$ cat config.mk
export PLATFORM = sky130hd
export DESIGN_NAME = fsk_mod_core
export DESIGN_NICKNAME = d
export VERILOG_FILES = /design/src/rtl/fsk_mod_pkg.sv /design/src/rtl/fsk_symbol_timer.sv /design/src/rtl/fsk_bit_store.sv /design/src/rtl/fsk_level_scaler.sv /design/src/rtl/fsk_phase_acc.sv /design/src/rtl/fsk_mod_core.sv
export SDC_FILE = /design/constraint.sdc
export NUM_CORES = 1
export LEC_CHECK = 0
export BUFFER_PORTS_ARGS = -buffer_cell sky130_fd_sc_hd__buf_4
export CELL_PAD_IN_SITES_DETAIL_PLACEMENT = 0
export CELL_PAD_IN_SITES_GLOBAL_PLACEMENT = 1
export CORE_MARGIN = 2
export CORE_UTILIZATION = 45
export CTS_CLUSTER_SIZE = 10
export DETAILED_ROUTE_END_ITERATION = 12
export HOLD_SLACK_MARGIN = 0.02
export PLACE_DENSITY = 0.88
export SLEW_MARGIN = 20
export SYNTH_ARGS = -nofsm -noshare
export SYNTH_HDL_FRONTEND = slang
export SYNTH_SLANG_ARGS = --single-unit
$ cat constraint.sdc
create_clock -name clk -period 9.9 [get_ports clk]
set_clock_uncertainty 0.05 [all_clocks]
set_input_delay 0 -clock clk [delete_from_list [all_inputs] [get_ports clk]]
set_output_delay 0 -clock clk [all_outputs]
set_load 0.05 [all_outputs]
$ cat src/rtl/fsk_mod_pkg.sv
package fsk_mod_pkg;

    localparam int PHASE_W  = 32;
    localparam int INDEX_W  = 11;
    localparam int RATE_W   = 4;
    localparam int BYTE_W   = 8;
    localparam int SYM_W    = 3;
    localparam int STORE_W  = 2 * BYTE_W;
    localparam int FILL_W   = $clog2(STORE_W + 1);
    localparam int FRAC_SHIFT = 23;

    typedef struct packed {
        logic [STORE_W-1:0] bits;
        logic [FILL_W-1:0]  fill;
    } store_state_t;

    typedef struct packed {
        logic [PHASE_W-1:0] inc;
        logic               strobe;
        logic               underflow;
    } core_state_t;

    function automatic logic [1:0] bits_per_symbol(input logic [2:0] code);
        case (code)
            3'd2, 3'd3: return 2'd2;
            3'd4, 3'd5: return 2'd3;
            default:    return 2'd1;
        endcase
    endfunction

endpackage

$ cat src/rtl/fsk_symbol_timer.sv
module fsk_symbol_timer #(
    parameter int RATE_W = 4
) (
    input  logic              clk,
    input  logic              rst_n,
    input  logic [RATE_W-1:0] rate_exp,
    output logic              tick
);
    localparam int CNT_W = 2 ** RATE_W;

    logic [CNT_W-1:0] cnt_d, cnt_q, last;

    always_comb begin
        last  = CNT_W'((64'd1 << rate_exp) - 64'd1);
        tick  = (cnt_q >= last);
        cnt_d = tick ? '0 : cnt_q + 1'b1;
    end

    always_ff @(posedge clk) begin
        if (!rst_n) cnt_q <= '0;
        else        cnt_q <= cnt_d;
    end

    // a boundary with n > 0 cannot be followed by another one clock later
    p_tick_gap_r1: assert property (@(posedge clk) disable iff (!rst_n)
        (tick && rate_exp != '0) |=> (!tick || rate_exp == '0))
        else $error("symbol boundaries too close");

endmodule

$ cat src/rtl/fsk_bit_store.sv
module fsk_bit_store
    import fsk_mod_pkg::*;
(
    input  logic              clk,
    input  logic              rst_n,
    input  logic              tick,
    input  logic [1:0]        sym_bits,
    input  logic [BYTE_W-1:0] in_byte,
    input  logic              in_valid,
    output logic              in_ready,
    output logic              have_sym,
    output logic [SYM_W-1:0]  sym_value
);
    store_state_t st_d, st_q;
    logic         take, accept;
    logic [STORE_W-1:0] after_bits;
    logic [FILL_W-1:0]  after_fill;
    logic [STORE_W-1:0] incoming;

    always_comb begin
        in_ready = (st_q.fill <= FILL_W'(BYTE_W));
        have_sym = (st_q.fill >= FILL_W'(sym_bits));
        accept   = in_valid && in_ready;
        take     = tick && have_sym;

        case (sym_bits)
            2'd2:    sym_value = {1'b0, st_q.bits[STORE_W-1 -: 2]};
            2'd3:    sym_value = st_q.bits[STORE_W-1 -: 3];
            default: sym_value = {2'b00, st_q.bits[STORE_W-1]};
        endcase

        after_bits = st_q.bits;
        after_fill = st_q.fill;
        if (take) begin
            after_bits = st_q.bits << sym_bits;
            after_fill = st_q.fill - FILL_W'(sym_bits);
        end

        incoming = {in_byte, {(STORE_W-BYTE_W){1'b0}}} >> after_fill;
        st_d = st_q;
        st_d.bits = after_bits;
        st_d.fill = after_fill;
        if (accept) begin
            st_d.bits = after_bits | incoming;
            st_d.fill = after_fill + FILL_W'(BYTE_W);
        end
    end

    always_ff @(posedge clk) begin
        if (!rst_n) st_q <= '0;
        else        st_q <= st_d;
    end

    // a starved boundary with no arriving byte leaves the store untouched
    p_starve_keep_r7: assert property (@(posedge clk) disable iff (!rst_n)
        (tick && !have_sym && !accept) |=> (st_q.fill == $past(st_q.fill)))
        else $error("bits consumed on underflow");

    // fill never exceeds the store capacity
    p_fill_bound_r8: assert property (@(posedge clk) disable iff (!rst_n)
        st_q.fill <= FILL_W'(STORE_W))
        else $error("bit store overfilled");

    // an accepted byte with no consumption adds exactly one byte of bits
    p_accept_grow_r8: assert property (@(posedge clk) disable iff (!rst_n)
        (accept && !take) |=> (st_q.fill == $past(st_q.fill) + FILL_W'(BYTE_W)))
        else $error("byte accept miscounted");

endmodule

$ cat src/rtl/fsk_level_scaler.sv
module fsk_level_scaler
    import fsk_mod_pkg::*;
(
    input  logic [SYM_W-1:0]   sym_value,
    input  logic [1:0]         sym_bits,
    input  logic [INDEX_W-1:0] index_h,
    input  logic [RATE_W-1:0]  rate_exp,
    input  logic [PHASE_W-1:0] center,
    output logic [PHASE_W-1:0] inc_data
);
    localparam int PROD_W = INDEX_W + SYM_W + 3;

    logic [4:0]                span;
    logic signed [PROD_W-1:0]  level;
    logic signed [PROD_W-1:0]  h_ext;
    logic signed [PROD_W-1:0]  prod;
    logic signed [PHASE_W-1:0] prod_ext;
    logic [4:0]                shamt;
    logic [PHASE_W-1:0]        dev;

    always_comb begin
        span     = (5'd1 << sym_bits) - 5'd1;
        level    = $signed(PROD_W'({sym_value, 1'b0})) - $signed(PROD_W'(span));
        h_ext    = $signed(PROD_W'(index_h));
        prod     = level * h_ext;
        prod_ext = PHASE_W'(prod);
        shamt    = 5'(FRAC_SHIFT) - {1'b0, rate_exp};
        dev      = PHASE_W'(prod_ext <<< shamt);
        inc_data = center + dev;
    end

endmodule

$ cat src/rtl/fsk_phase_acc.sv
module fsk_phase_acc
    import fsk_mod_pkg::*;
(
    input  logic               clk,
    input  logic               rst_n,
    input  logic [PHASE_W-1:0] inc,
    output logic [PHASE_W-1:0] phase
);
    logic [PHASE_W-1:0] phase_d, phase_q;

    always_comb phase_d = phase_q + inc;

    always_ff @(posedge clk) begin
        if (!rst_n) phase_q <= '0;
        else        phase_q <= phase_d;
    end

    assign phase = phase_q;

    // phase moves by the increment that was applied one clock earlier
    p_phase_step_r6: assert property (@(posedge clk) disable iff (!rst_n)
        $past(rst_n) |-> (phase_q == $past(phase_q) + $past(inc)))
        else $error("phase discontinuity");

endmodule

$ cat src/rtl/fsk_mod_core.sv
module fsk_mod_core
    import fsk_mod_pkg::*;
(
    input  logic                clk,
    input  logic                rst_n,
    input  logic [3:0]          cfg_rate_exp,
    input  logic [2:0]          cfg_mod_type,
    input  logic [10:0]         cfg_index,
    input  logic [31:0]         cfg_center,
    input  logic [7:0]          in_byte,
    input  logic                in_valid,
    output logic                in_ready,
    output logic [31:0]         phase_out,
    output logic [31:0]         freq_out,
    output logic                sym_strobe,
    output logic                underflow
);
    logic               tick;
    logic [1:0]         sym_bits;
    logic               have_sym;
    logic [SYM_W-1:0]   sym_value;
    logic [PHASE_W-1:0] inc_data;
    core_state_t        cs_d, cs_q;

    always_comb sym_bits = bits_per_symbol(cfg_mod_type);

    fsk_symbol_timer #(.RATE_W(RATE_W)) u_timer (
        .clk      (clk),
        .rst_n    (rst_n),
        .rate_exp (cfg_rate_exp),
        .tick     (tick)
    );

    fsk_bit_store u_store (
        .clk       (clk),
        .rst_n     (rst_n),
        .tick      (tick),
        .sym_bits  (sym_bits),
        .in_byte   (in_byte),
        .in_valid  (in_valid),
        .in_ready  (in_ready),
        .have_sym  (have_sym),
        .sym_value (sym_value)
    );

    fsk_level_scaler u_scaler (
        .sym_value (sym_value),
        .sym_bits  (sym_bits),
        .index_h   (cfg_index),
        .rate_exp  (cfg_rate_exp),
        .center    (cfg_center),
        .inc_data  (inc_data)
    );

    always_comb begin
        cs_d = cs_q;
        cs_d.strobe = 1'b0;
        if (tick) begin
            cs_d.strobe    = 1'b1;
            cs_d.underflow = !have_sym;
            cs_d.inc       = have_sym ? inc_data : cfg_center;
        end
    end

    always_ff @(posedge clk) begin
        if (!rst_n) cs_q <= '0;
        else        cs_q <= cs_d;
    end

    fsk_phase_acc u_nco (
        .clk   (clk),
        .rst_n (rst_n),
        .inc   (cs_q.inc),
        .phase (phase_out)
    );

    assign freq_out   = cs_q.inc;
    assign sym_strobe = cs_q.strobe;
    assign underflow  = cs_q.underflow;

    // increment and flag hold steady between boundaries
    p_hold_between_r1: assert property (@(posedge clk) disable iff (!rst_n)
        (!cs_q.strobe && $past(rst_n)) |-> ($stable(cs_q.inc) && $stable(cs_q.underflow)))
        else $error("increment changed off boundary");

    // a starved symbol carries the bare centre frequency
    p_idle_center_r7: assert property (@(posedge clk) disable iff (!rst_n)
        (cs_q.strobe && cs_q.underflow && $past(rst_n)) |-> (cs_q.inc == $past(cfg_center)))
        else $error("underflow symbol not at centre");

endmodule

==> results by group <==
Run status
  – Status: completed

Route
  – First-pass detailed-route iteration total: 5
  – Via density: 5.68
  – Via Count: 10900
  – Avg WL per Cell: 16.2 um
  – Final ANT Viol Nets: 0
  – # DRC: 0
  – DRT iter0 DRCs: 756
  – Drt total wl: a little over 30000 um

Setup path
  – Max incr delay on CP: 560 ps
  – Critical path depth: 33
  – R2R Setup Slk: 850 ps
  – Critical path buffer and inverter count: 3
  – Critical Path Fanout Max: 12
  – Cells on worst reg2reg path: 33
  – Reg2Reg Capture Point: freq_out[29]$_SDFFE_PN0P_
  – CP startpoint kind: flop
  – Cell family with most CP delay: adder cells
  – Kind of critical path: reg2reg
  – CP startpoint: u_store.st_q[20]$_SDFF_PN0_
  – Crit path DAT: 9240 ps
  – Worst Path Required: between 10000 and 15000 ps
  – Slowest CP cell: fa_1
  – Worst r2r src: u_store.st_q[20]$_SDFF_PN0_
  – Most used cell, CP: fa_1
  – CP endpoint kind: flop

STA
  – Worst-margin pin slew: 881 ps
  – Fin. max-slew vios: 0
  – Final TNS setup: 0 ps
  – Achievable frequency: 0.110 GHz
  – RSZ-0062 raised after global routing: false
  – Min Tclk post-route: around 9100 ps
  – Worst hold slack: 51.3 ps
  – Final Cycle Share: approximately 91%
  – Fin. Hold Viols: 0
  – # setup viols final: 0
  – Slew headroom: 40.6%

Hold path
  – Min-Delay Startpoint: cfg_center[28]
  – Min-delay worst type: in2reg
  – Worst Hold Path EP: freq_out[28]$_SDFFE_PN0P_
  – Hold-critical path depth: 4

CTS
  – Reg clk slew, reported paths: ~80 ps
  – CTS Buf Count: 9
  – H-Tree Depth: 3
  – Clock sinks: ~100
  – Resized cells post-CTS: 0
  – Clk buf depth: 2
  – CTS tree: yes
  – Clock insertion delay at the later pin of the skew report: 370 ps
  – Root Buffer: clkbuf_16

Final layout
  – Most common cell after layout, fill and taps aside: nor2_1
  – Area Growth Syn to Fin: 16.5%
  – Non-Filler Cell Area, Final: 13300 sq um
  – Nets: 1816
  – Most frequent cells in the layout: 141 x nor2_1, 139 x buf_4, 138 x nand2_1
  – Post-layout util: 53.1%
  – Share of layout cells above drive strength 1: between 10% and 20%

GRT
  – Vias in the first global route: 10300
  – Tot GR Track Use: approximately 23%
  – First-pass GRT wire length: 50500 um
  – Pin count of the biggest net entering global routing: between 60 and 70
  – Gr ovfl total: 0
  – Initial antenna violation count: 1

Die
  – Initial Utilization: 45.6%
  – Die W: between 150 and 200 um
  – Die area: 26700 sq um
  – Die Y: roughly 160 um
  – Io pins: 128
  – Core Region: 25000 sq um
  – Row count: between 50 and 60

Place
  – IO Port Bufs: 126
  – Cell Area, Placed: 12700 sq um
  – Routability cong.: 0.865
  – DP HPWL: 23900 um

Power
  – Peak supply drop: approximately 190 uV
  – Seq pwr share: 11.8%
  – Leakage: between 0.006 and 0.007 uW
  – Comb pwr share: 78.2%
  – PwrDens: 278 nW/um^2
  – Clock power share: 10.0%
  – Internal: about 1800 uW
  – Net Sw Frac: ~50%
  – P_sw: between 1500 and 2000 uW
  – Pwr Total: 3690 uW

Synthesis
  – Post-Synth Simple-Gate Area: a little over a fifth
  – Post-synthesis cell count: 1462
  – Ys async rst share: 0%
  – Register area share after synthesis: between 10% and 20%
  – Post-synth top flop: dfxtp_1
  – Post-synth EDFFs: 0
  – Multiplexer area fraction after synthesis: 6.98%
  – Largest family of logic cells by synthesized area: compound AO/OA/AOI/OAI gates
  – Synth warnings: 0
  – Compound-Gate Fraction of Synth Area: 22.6%
  – Mapped Area: about 11000 sq um
  – Synth Area in XOR/XNOR: 5.49%
  – Post-Synth Adder-Cell Area: 20.6%
  – Synth Area per Inst: 7.81 sq um
  – #FFs+latches synth: 103
  – Yosys cell types: 80

Flow run
  – Max cap viols: 0
[area by class of cell]
class                           instances  area (sq um)
Multi-Input combinational cell       1214          8810
Clock buffer                            9           225
Tap cell                              330           413
Inverter                               92           345
Clock inverter                          7          73.8
Sequential cell                       103          2060
Fill cell                            2445         11700
Timing Repair Buffer                  171          1360
Antenna cell                            1          2.50
[per-layer routing]
metal | routed length, um | global-route usage (%) | vias up
met4 | 384 | 4.67 | 0
met2 | 14700 | 38.5 | 234
li1 | - | - | 5509
met3 | 1500 | 3.43 | 30
met1 | 14600 | 31.3 | 5165
met5 | 0 | 0 | -
[state kept, by name (all words and copies together), names as in the netlist]
register and count:
freq_out 32, u_nco.phase 32, u_store.st_q 21, u_timer.cnt_q 16
sym_strobe 1, underflow 1
[power groups by stage]
stage	clock, uW	sequential (uW)	combinational, uW
CTS	375	436	2880
global placement	0	445	2820
finish	369	436	2890
floorplan	0	449	2260
detailed placement	0	445	2850
global route	392	438	3230
[tightest hold or removal path, cell delays in order]
cell and delay [ps]:
buf_4 90, a21oi_1 50, o21ai_0 140, a221o_1 140
[worst max path at each step]
stage          slack [ps]                   endpoint
5_1_grt               380  freq_out[29]$_SDFFE_PN0P_
4_1_cts               900  freq_out[29]$_SDFFE_PN0P_
3_5_place_dp          870  freq_out[29]$_SDFFE_PN0P_
6_report              850  freq_out[29]$_SDFFE_PN0P_
3_3_place_gp         1090  freq_out[29]$_SDFFE_PN0P_
2_1_floorplan        1200  freq_out[29]$_SDFFE_PN0P_
[per-stage QoR]
stage	std cells	worst slack, ps
after floorplan	1470	1200
after detailed placement	1878	865
after global placement	1878	1090
final	1927	849
after global routing	1927	381
after CTS	1926	897
[Yosys cell counts, types with 22 or more instances]
| cell | instances | area (sq um) |
|---|---|---|
| a211oi_1 | 22 | 165 |
| dfxtp_1 | 103 | 2060 |
| mux2i_1 | 62 | 621 |
| nand2_1 | 138 | 518 |
| and3_1 | 26 | 163 |
| nor2_1 | 141 | 529 |
| ha_1 | 124 | 1550 |
| and2_1 | 56 | 350 |
| a21oi_1 | 95 | 475 |
| fa_1 | 40 | 801 |
| nor3_1 | 33 | 165 |
| xnor2_1 | 43 | 377 |
| clkbuf_1 | 51 | 191 |
| o21ai_0 | 74 | 370 |
| a21o_1 | 36 | 270 |
| xor2_1 | 26 | 228 |
| nand3_1 | 37 | 185 |
| inv_1 | 89 | 334 |
[cell families (layout without fill, tap and decap cells)]
group,Yosys count,after routing
buf+inv,153,279
mux,77,77
compound gates,388,388
simple gates,505,505
xor+xnor,70,70
flops,103,103
other cells,2,11
fa+ha+maj,164,164
[what timing repair did]
action | CTS | global route
hold endpoints to repair | 33 | 0
buffers inserted | 0 | 0
hold buffers | 32 | 0
Note: power is estimated with default switching activity, not from simulation.
